===== src/rtl/ovl_pkg.sv =====
package ovl_pkg;

  typedef enum logic [1:0] {
    SRC_RAM = 2'd0,
    SRC_IN  = 2'd1,
    SRC_OUT = 2'd2
  } src_e;

  localparam int unsigned IN_SLOT  = 0;
  localparam int unsigned OUT_SLOT = 1;

  // Decide which resource an address reaches under the current enables.
  function automatic src_e classify(input logic [31:0] addr,
                                    input logic in_en,
                                    input logic out_en);
    if (in_en && addr == 32'(IN_SLOT))
      return SRC_IN;
    if (out_en && addr == 32'(OUT_SLOT))
      return SRC_OUT;
    return SRC_RAM;
  endfunction

endpackage


===== src/rtl/ovl_sync.sv =====
module ovl_sync #(
  parameter int WIDTH  = 2,
  parameter int STAGES = 2
) (
  input  logic             clk,
  input  logic             rst_n,
  input  logic [WIDTH-1:0] d,
  output logic [WIDTH-1:0] q
);
  logic [WIDTH-1:0] chain [STAGES];

  generate
    for (genvar s = 0; s < STAGES; s++) begin : g_stage
      if (s == 0) begin : g_first
        always_ff @(posedge clk) begin
          if (!rst_n) chain[s] <= '0;
          else        chain[s] <= d;
        end
      end else begin : g_next
        always_ff @(posedge clk) begin
          if (!rst_n) chain[s] <= '0;
          else        chain[s] <= chain[s-1];
        end
      end
    end
  endgenerate

  assign q = chain[STAGES-1];
endmodule


===== src/rtl/ovl_odr.sv =====
module ovl_odr #(
  parameter int OUT_W = 5
) (
  input  logic             clk,
  input  logic             rst_n,
  input  logic             hit_l,
  input  logic             hit_r,
  input  logic [OUT_W-1:0] data_l,
  input  logic [OUT_W-1:0] data_r,
  output logic [OUT_W-1:0] bits
);
  logic             load;
  logic [OUT_W-1:0] next_bits;

  assign load      = hit_l | hit_r;
  assign next_bits = hit_l ? data_l : data_r;

  always_ff @(posedge clk) begin
    if (!rst_n)    bits <= '0;
    else if (load) bits <= next_bits;
  end
endmodule


===== src/rtl/ovl_port_view.sv =====
module ovl_port_view
  import ovl_pkg::*;
#(
  parameter int ADDR_W = 4,
  parameter int DATA_W = 16,
  parameter int IN_W   = 2,
  parameter int OUT_W  = 5
) (
  input  logic              clk,
  input  logic              rst_n,
  input  logic              acc_en,
  input  logic              acc_we,
  input  logic [ADDR_W-1:0] acc_addr,
  input  logic              in_en,
  input  logic              out_en,
  input  logic [IN_W-1:0]   in_bits,
  input  logic [OUT_W-1:0]  out_bits,
  input  logic [DATA_W-1:0] ram_q,
  output logic [DATA_W-1:0] rd_data,
  output logic              ram_wr,
  output logic              ram_rd,
  output logic              odr_hit
);
  src_e              src, src_q;
  logic              is_rd, is_wr;
  logic [DATA_W-1:0] ovl_word, ovl_q;

  assign src      = classify(32'(acc_addr), in_en, out_en);
  assign is_rd    = acc_en & ~acc_we;
  assign is_wr    = acc_en & acc_we;
  assign ram_wr   = is_wr & (src == SRC_RAM);
  assign ram_rd   = is_rd;
  assign odr_hit  = is_wr & (src == SRC_OUT);
  assign ovl_word = (src == SRC_IN) ? DATA_W'(in_bits) : DATA_W'(out_bits);

  always_ff @(posedge clk) begin
    if (!rst_n) begin
      src_q <= SRC_RAM;
      ovl_q <= '0;
    end else if (is_rd) begin
      src_q <= src;
      ovl_q <= ovl_word;
    end
  end

  assign rd_data = (src_q == SRC_RAM) ? ram_q : ovl_q;
endmodule


===== src/rtl/ovl_ram.sv =====
module ovl_ram #(
  parameter int ADDR_W = 4,
  parameter int DATA_W = 16
) (
  input  logic              clk,
  input  logic              rst_n,
  input  logic              we_l,
  input  logic              re_l,
  input  logic [ADDR_W-1:0] addr_l,
  input  logic [DATA_W-1:0] wd_l,
  output logic [DATA_W-1:0] q_l,
  input  logic              we_r,
  input  logic              re_r,
  input  logic [ADDR_W-1:0] addr_r,
  input  logic [DATA_W-1:0] wd_r,
  output logic [DATA_W-1:0] q_r
);
  localparam int DEPTH = 1 << ADDR_W;
  logic [DATA_W-1:0] mem [DEPTH];

  // Right first, left last: left data survives a same-address collision.
  always_ff @(posedge clk) begin
    if (we_r) mem[addr_r] <= wd_r;
    if (we_l) mem[addr_l] <= wd_l;
  end

  always_ff @(posedge clk) begin
    if (!rst_n) begin
      q_l <= '0;
      q_r <= '0;
    end else begin
      if (re_l) q_l <= mem[addr_l];
      if (re_r) q_r <= mem[addr_r];
    end
  end
endmodule


===== src/rtl/dpmem_io_overlay.sv =====
module dpmem_io_overlay #(
  parameter int ADDR_W = 4,
  parameter int DATA_W = 16,
  parameter int IN_W   = 2,
  parameter int OUT_W  = 5,
  parameter int SYNC_N = 2
) (
  input  logic              clk,
  input  logic              rst_n,
  input  logic              in_ovl_en,
  input  logic              out_ovl_en,
  input  logic              l_en,
  input  logic              l_we,
  input  logic [ADDR_W-1:0] l_addr,
  input  logic [DATA_W-1:0] l_wdata,
  output logic [DATA_W-1:0] l_rdata,
  input  logic              r_en,
  input  logic              r_we,
  input  logic [ADDR_W-1:0] r_addr,
  input  logic [DATA_W-1:0] r_wdata,
  output logic [DATA_W-1:0] r_rdata,
  input  logic [IN_W-1:0]   ext_in,
  output logic [OUT_W-1:0]  ext_out
);
  localparam int NPORT = 2;
  localparam int PL    = 0;
  localparam int PR    = 1;

  logic [IN_W-1:0]   in_sync;
  logic [OUT_W-1:0]  odr_bits;
  logic              p_en   [NPORT];
  logic              p_we   [NPORT];
  logic [ADDR_W-1:0] p_addr [NPORT];
  logic [DATA_W-1:0] p_wd   [NPORT];
  logic [DATA_W-1:0] p_q    [NPORT];
  logic [DATA_W-1:0] p_rd   [NPORT];
  logic              p_ramw [NPORT];
  logic              p_ramr [NPORT];
  logic              p_hit  [NPORT];
  logic              odr_load_l, odr_load_r;

  assign p_en[PL]   = l_en;    assign p_en[PR]   = r_en;
  assign p_we[PL]   = l_we;    assign p_we[PR]   = r_we;
  assign p_addr[PL] = l_addr;  assign p_addr[PR] = r_addr;
  assign p_wd[PL]   = l_wdata; assign p_wd[PR]   = r_wdata;

  ovl_sync #(.WIDTH(IN_W), .STAGES(SYNC_N)) u_sync (
    .clk(clk), .rst_n(rst_n), .d(ext_in), .q(in_sync)
  );

  generate
    for (genvar p = 0; p < NPORT; p++) begin : g_port
      ovl_port_view #(.ADDR_W(ADDR_W), .DATA_W(DATA_W), .IN_W(IN_W), .OUT_W(OUT_W)) u_view (
        .clk(clk), .rst_n(rst_n),
        .acc_en(p_en[p]), .acc_we(p_we[p]), .acc_addr(p_addr[p]),
        .in_en(in_ovl_en), .out_en(out_ovl_en),
        .in_bits(in_sync), .out_bits(odr_bits),
        .ram_q(p_q[p]), .rd_data(p_rd[p]),
        .ram_wr(p_ramw[p]), .ram_rd(p_ramr[p]), .odr_hit(p_hit[p])
      );
    end
  endgenerate

  assign odr_load_l = p_hit[PL];
  assign odr_load_r = p_hit[PR];

  ovl_odr #(.OUT_W(OUT_W)) u_odr (
    .clk(clk), .rst_n(rst_n),
    .hit_l(odr_load_l), .hit_r(odr_load_r),
    .data_l(l_wdata[OUT_W-1:0]), .data_r(r_wdata[OUT_W-1:0]),
    .bits(odr_bits)
  );

  ovl_ram #(.ADDR_W(ADDR_W), .DATA_W(DATA_W)) u_ram (
    .clk(clk), .rst_n(rst_n),
    .we_l(p_ramw[PL]), .re_l(p_ramr[PL]), .addr_l(l_addr), .wd_l(l_wdata), .q_l(p_q[PL]),
    .we_r(p_ramw[PR]), .re_r(p_ramr[PR]), .addr_r(r_addr), .wd_r(r_wdata), .q_r(p_q[PR])
  );

  assign l_rdata = p_rd[PL];
  assign r_rdata = p_rd[PR];
  assign ext_out = odr_bits;
endmodule


===== config.mk =====
export PLATFORM = sky130hd
export DESIGN_NAME = dpmem_io_overlay
export DESIGN_NICKNAME = d
export VERILOG_FILES = /design/src/rtl/ovl_pkg.sv /design/src/rtl/ovl_sync.sv /design/src/rtl/ovl_odr.sv /design/src/rtl/ovl_port_view.sv /design/src/rtl/ovl_ram.sv /design/src/rtl/dpmem_io_overlay.sv
export SDC_FILE = /design/constraint.sdc
export NUM_CORES = 1
export LEC_CHECK = 0
export ABC_CLOCK_PERIOD_IN_PS = 4600
export CAP_MARGIN = 30
export CELL_PAD_IN_SITES_DETAIL_PLACEMENT = 1
export CELL_PAD_IN_SITES_GLOBAL_PLACEMENT = 2
export CORE_MARGIN = 8
export CORE_UTILIZATION = 30
export DETAILED_ROUTE_END_ITERATION = 7
export PLACE_DENSITY = 0.62
export SETUP_SLACK_MARGIN = 0.5
export SLEW_MARGIN = 20
export SYNTH_ARGS = -nofsm -noshare
export SYNTH_HDL_FRONTEND = slang
export SYNTH_SLANG_ARGS = --single-unit

===== constraint.sdc =====
create_clock -name clk -period 4.6 [get_ports clk]
set_input_delay 1.38 -clock clk [delete_from_list [all_inputs] [get_ports clk]]
set_output_delay 1.38 -clock clk [all_outputs]
set_load 0.02 [all_outputs]

==> flow_summary.yaml <==
status:
  run_status: "complete, no violations"
setup_path:
  cp_max_fo: 12
  reg2reg_depth: 3
  r2r_slack_ps: 2890
  startpoint_type: "flop"
  worstPathRequired_ps: 3220
  cp-end-kind: "primary output"
  worstSetupPathType: "flop to primary output"
  worstPathArrival_ps: 2490
grt:
  grt_pass1_vias: 13300
  antenna_found_initial: 1
  grt_start_max_net_pins: 71
  grt_pass1_wl_mm: 95.5
  globalRouteTotalUtil_pct: 19.5
  overflow: 0
synth:
  async_reset_ff_share_pct: 0
  syn-cell-area_sq_um: 17500
  postSynthCellCount: 1330
  synth_area_leaders: "edfxtp_1 (44%), mux2_2 (15%), mux2i_1 (12%)"
  yosysWarnings: 0
  yosysTopAreaCell: "edfxtp_1"
  synth-main-ff-cell: "edfxtp_1"
  ys_seq_area_share_pct: 50.2
  post_synth_num_cell_types: 48
  synth_edf_count: 256
  synth_top_cell_area_share_pct: 43.9
  synth_nets: 1380
  ys_ff_latch: 311
  avgSynthCellArea_sq_um: 13.2
drt:
  num_vias: 12400
  drt_wl_total_mm: 66.6
  topRoutingLayerUsed: "met4"
  wl_met3_mm: 3.17
  drc: 0
  post_drt_wl_per_cell_um: 30.4
  ant_nets: 0
  met2_length_mm: 31.4
  viasPerCell: 5.65
  drt-pass1-iter-count: 5
  wl_met1_mm: 29.9
  drtIter0Drc: 902
cts:
  clkSinkCount: 311
  ctsHoldBuffers: 0
  postCtsSetupBuffers: 0
  cts_resized: 0
  clk_latency_ps: 570
  clk_pin_slew_ps: 60
  cts_tree: "yes"
  cts_buffers: 40
  root_buffer: "clkbuf_16"
  cts_buffer_depth: 3
  htreeDepth: 2
timing:
  setup_violations: 0
  post-route-period-util_pct: 84.2
  drv_slew: 0
  timing.setup.tns_ps: 0
  holdWs_ps: 432
  rsz0062_at_grt: "no"
  max_freq_mhz: 258
  hold_violations: 0
  relSlewSlack_pct: 33.8
  worst_pin_slew_ps: 990
  fin_skew_ps: 30.3
  period_needed_ps: 3870
floorplanning:
  rows: 88
  fp.dieArea_sq_um: 66400
  start_util_pct: 30.4
  io_pins: 87
  core_sq_um: 57700
  die_h_um: 258
  die_w_um: 258
flow_run:
  maxCapViolCount: 0
place:
  place.gp.congestion: 0.850
  hpwl_mm: 44.4
  port_buffers: 86
pwr:
  ir_worst_vdd_v: 0.000206
  leakage_nw: 7.24
  p_total_w: 0.00717
  power_density_nw_per_um2: 347
min_path:
  hold_path_depth: 1
  hold_path.class: "flop to flop"
finish:
  final_util_pct: 35.8
  area_delta_synth_final_pct: 18.0
  final_common_cell: "edfxtp_1"
  drive_above_1_share_pct: 32.3
  mostFrequentLayoutCells: "edfxtp_1 (256), mux2_2 (238), mux2i_1 (202)"
  nets: 1446
[path summary, 6_finish.rpt]
path | startpoint | to
hold reg to reg | u_sync.chain[0][1] | u_sync.chain[1][1]
hold / removal | u_sync.chain[0][1] | u_sync.chain[1][1]
setup reg to reg | u_ram.mem[3][9] | u_ram.q_l[9]
setup / recovery | g_port[1].u_view.src_q[1] | r_rdata[3]
[logic make-up (layout without fill, tap and decap cells)]
group	count (synthesis)	after routing	share of synthesized area, %
muxes	490	490	32.5
DFF	311	311	50.2
AOI/OAI and AO/OA	237	237	8.13
and+or+nand+nor	151	151	5.17
buffers and inverters	141	237	4.02
other	0	1	0
[stage by stage]
stage | std cells | setup slack, ps | instance area [sq um]
after global routing | 2191 | 604 | 20700
after floorplan | 1330 | 761 | 17500
final | 2192 | 729 | 20700
after detailed placement | 2118 | 556 | 19400
after CTS | 2190 | 679 | 20700
after global placement | 2117 | 585 | 19400
[per-layer routing]
| layer | GRT usage [%] | vias to the layer above |
|---|---|---|
| li1 | - | 5349 |
| met1 | 26.3 | 6510 |
| met2 | 32.0 | 404 |
| met3 | 2.61 | 125 |
| met4 | 6.67 | 0 |
| met5 | 0 | - |
[sequential cells by signal, indices dropped and copies added, names as in the netlist]
| register | count |
|---|---|
| u_ram.q_r | 16 |
| u_ram.mem | 256 |
| g_port.u_view.src_q | 4 |
| u_sync.chain | 4 |
| u_ram.q_l | 16 |
| u_odr.bits | 5 |
| g_port.u_view.ovl_q | 10 |
[power breakdown]
| group | switching, W | internal, W | leakage, nW |
|---|---|---|---|
| Clock | 0.00125 | 0.00189 | 0.616 |
| Combinational | 0.000506 | 0.000356 | 3.87 |
| Sequential | 0.0000437 | 0.00313 | 2.76 |
| Total | 0.00180 | 0.00537 | 7.24 |
[worst max-delay path, cell delays in order, from the launching register on]
cell	delay, ps
dfxtp_1	310
nor2_1	370
buf_4	330
mux2_2	370
clkdlybuf4s50_1	540
[synth_stat cells, types with 3 or more instances]
cell type and n:
o21ai_0 77, nor2_2 9, dfxtp_1 55, nand3b_1 5, mux2_4 18, buf_6 9
nor3_1 32, and2_1 28, buf_2 41, nand4_1 3, a21oi_1 40, o22ai_1 79
nor2_1 13, nand3_1 10, a221oi_1 32, nor2b_1 4, mux4_2 32, inv_1 6
buf_4 12, nand2b_1 6, a211oi_1 4, nand2_1 20, mux2_2 238, mux2i_1 202
nand4b_1 3, edfxtp_1 256, clkbuf_1 70
[cell type report]
| cell class | count | area, sq um |
|---|---|---|
| Clock buffer | 59 | 1100 |
| Antenna cell | 1 | 2.50 |
| Sequential cell | 311 | 8790 |
| Clock inverter | 13 | 181 |
| Fill cell | 6090 | 37000 |
| Timing Repair Buffer | 159 | 1500 |
| Multi-Input combinational cell | 878 | 8120 |
| Inverter | 6 | 22.5 |
| Tap cell | 765 | 957 |
(Power assumes the default switching activity.)
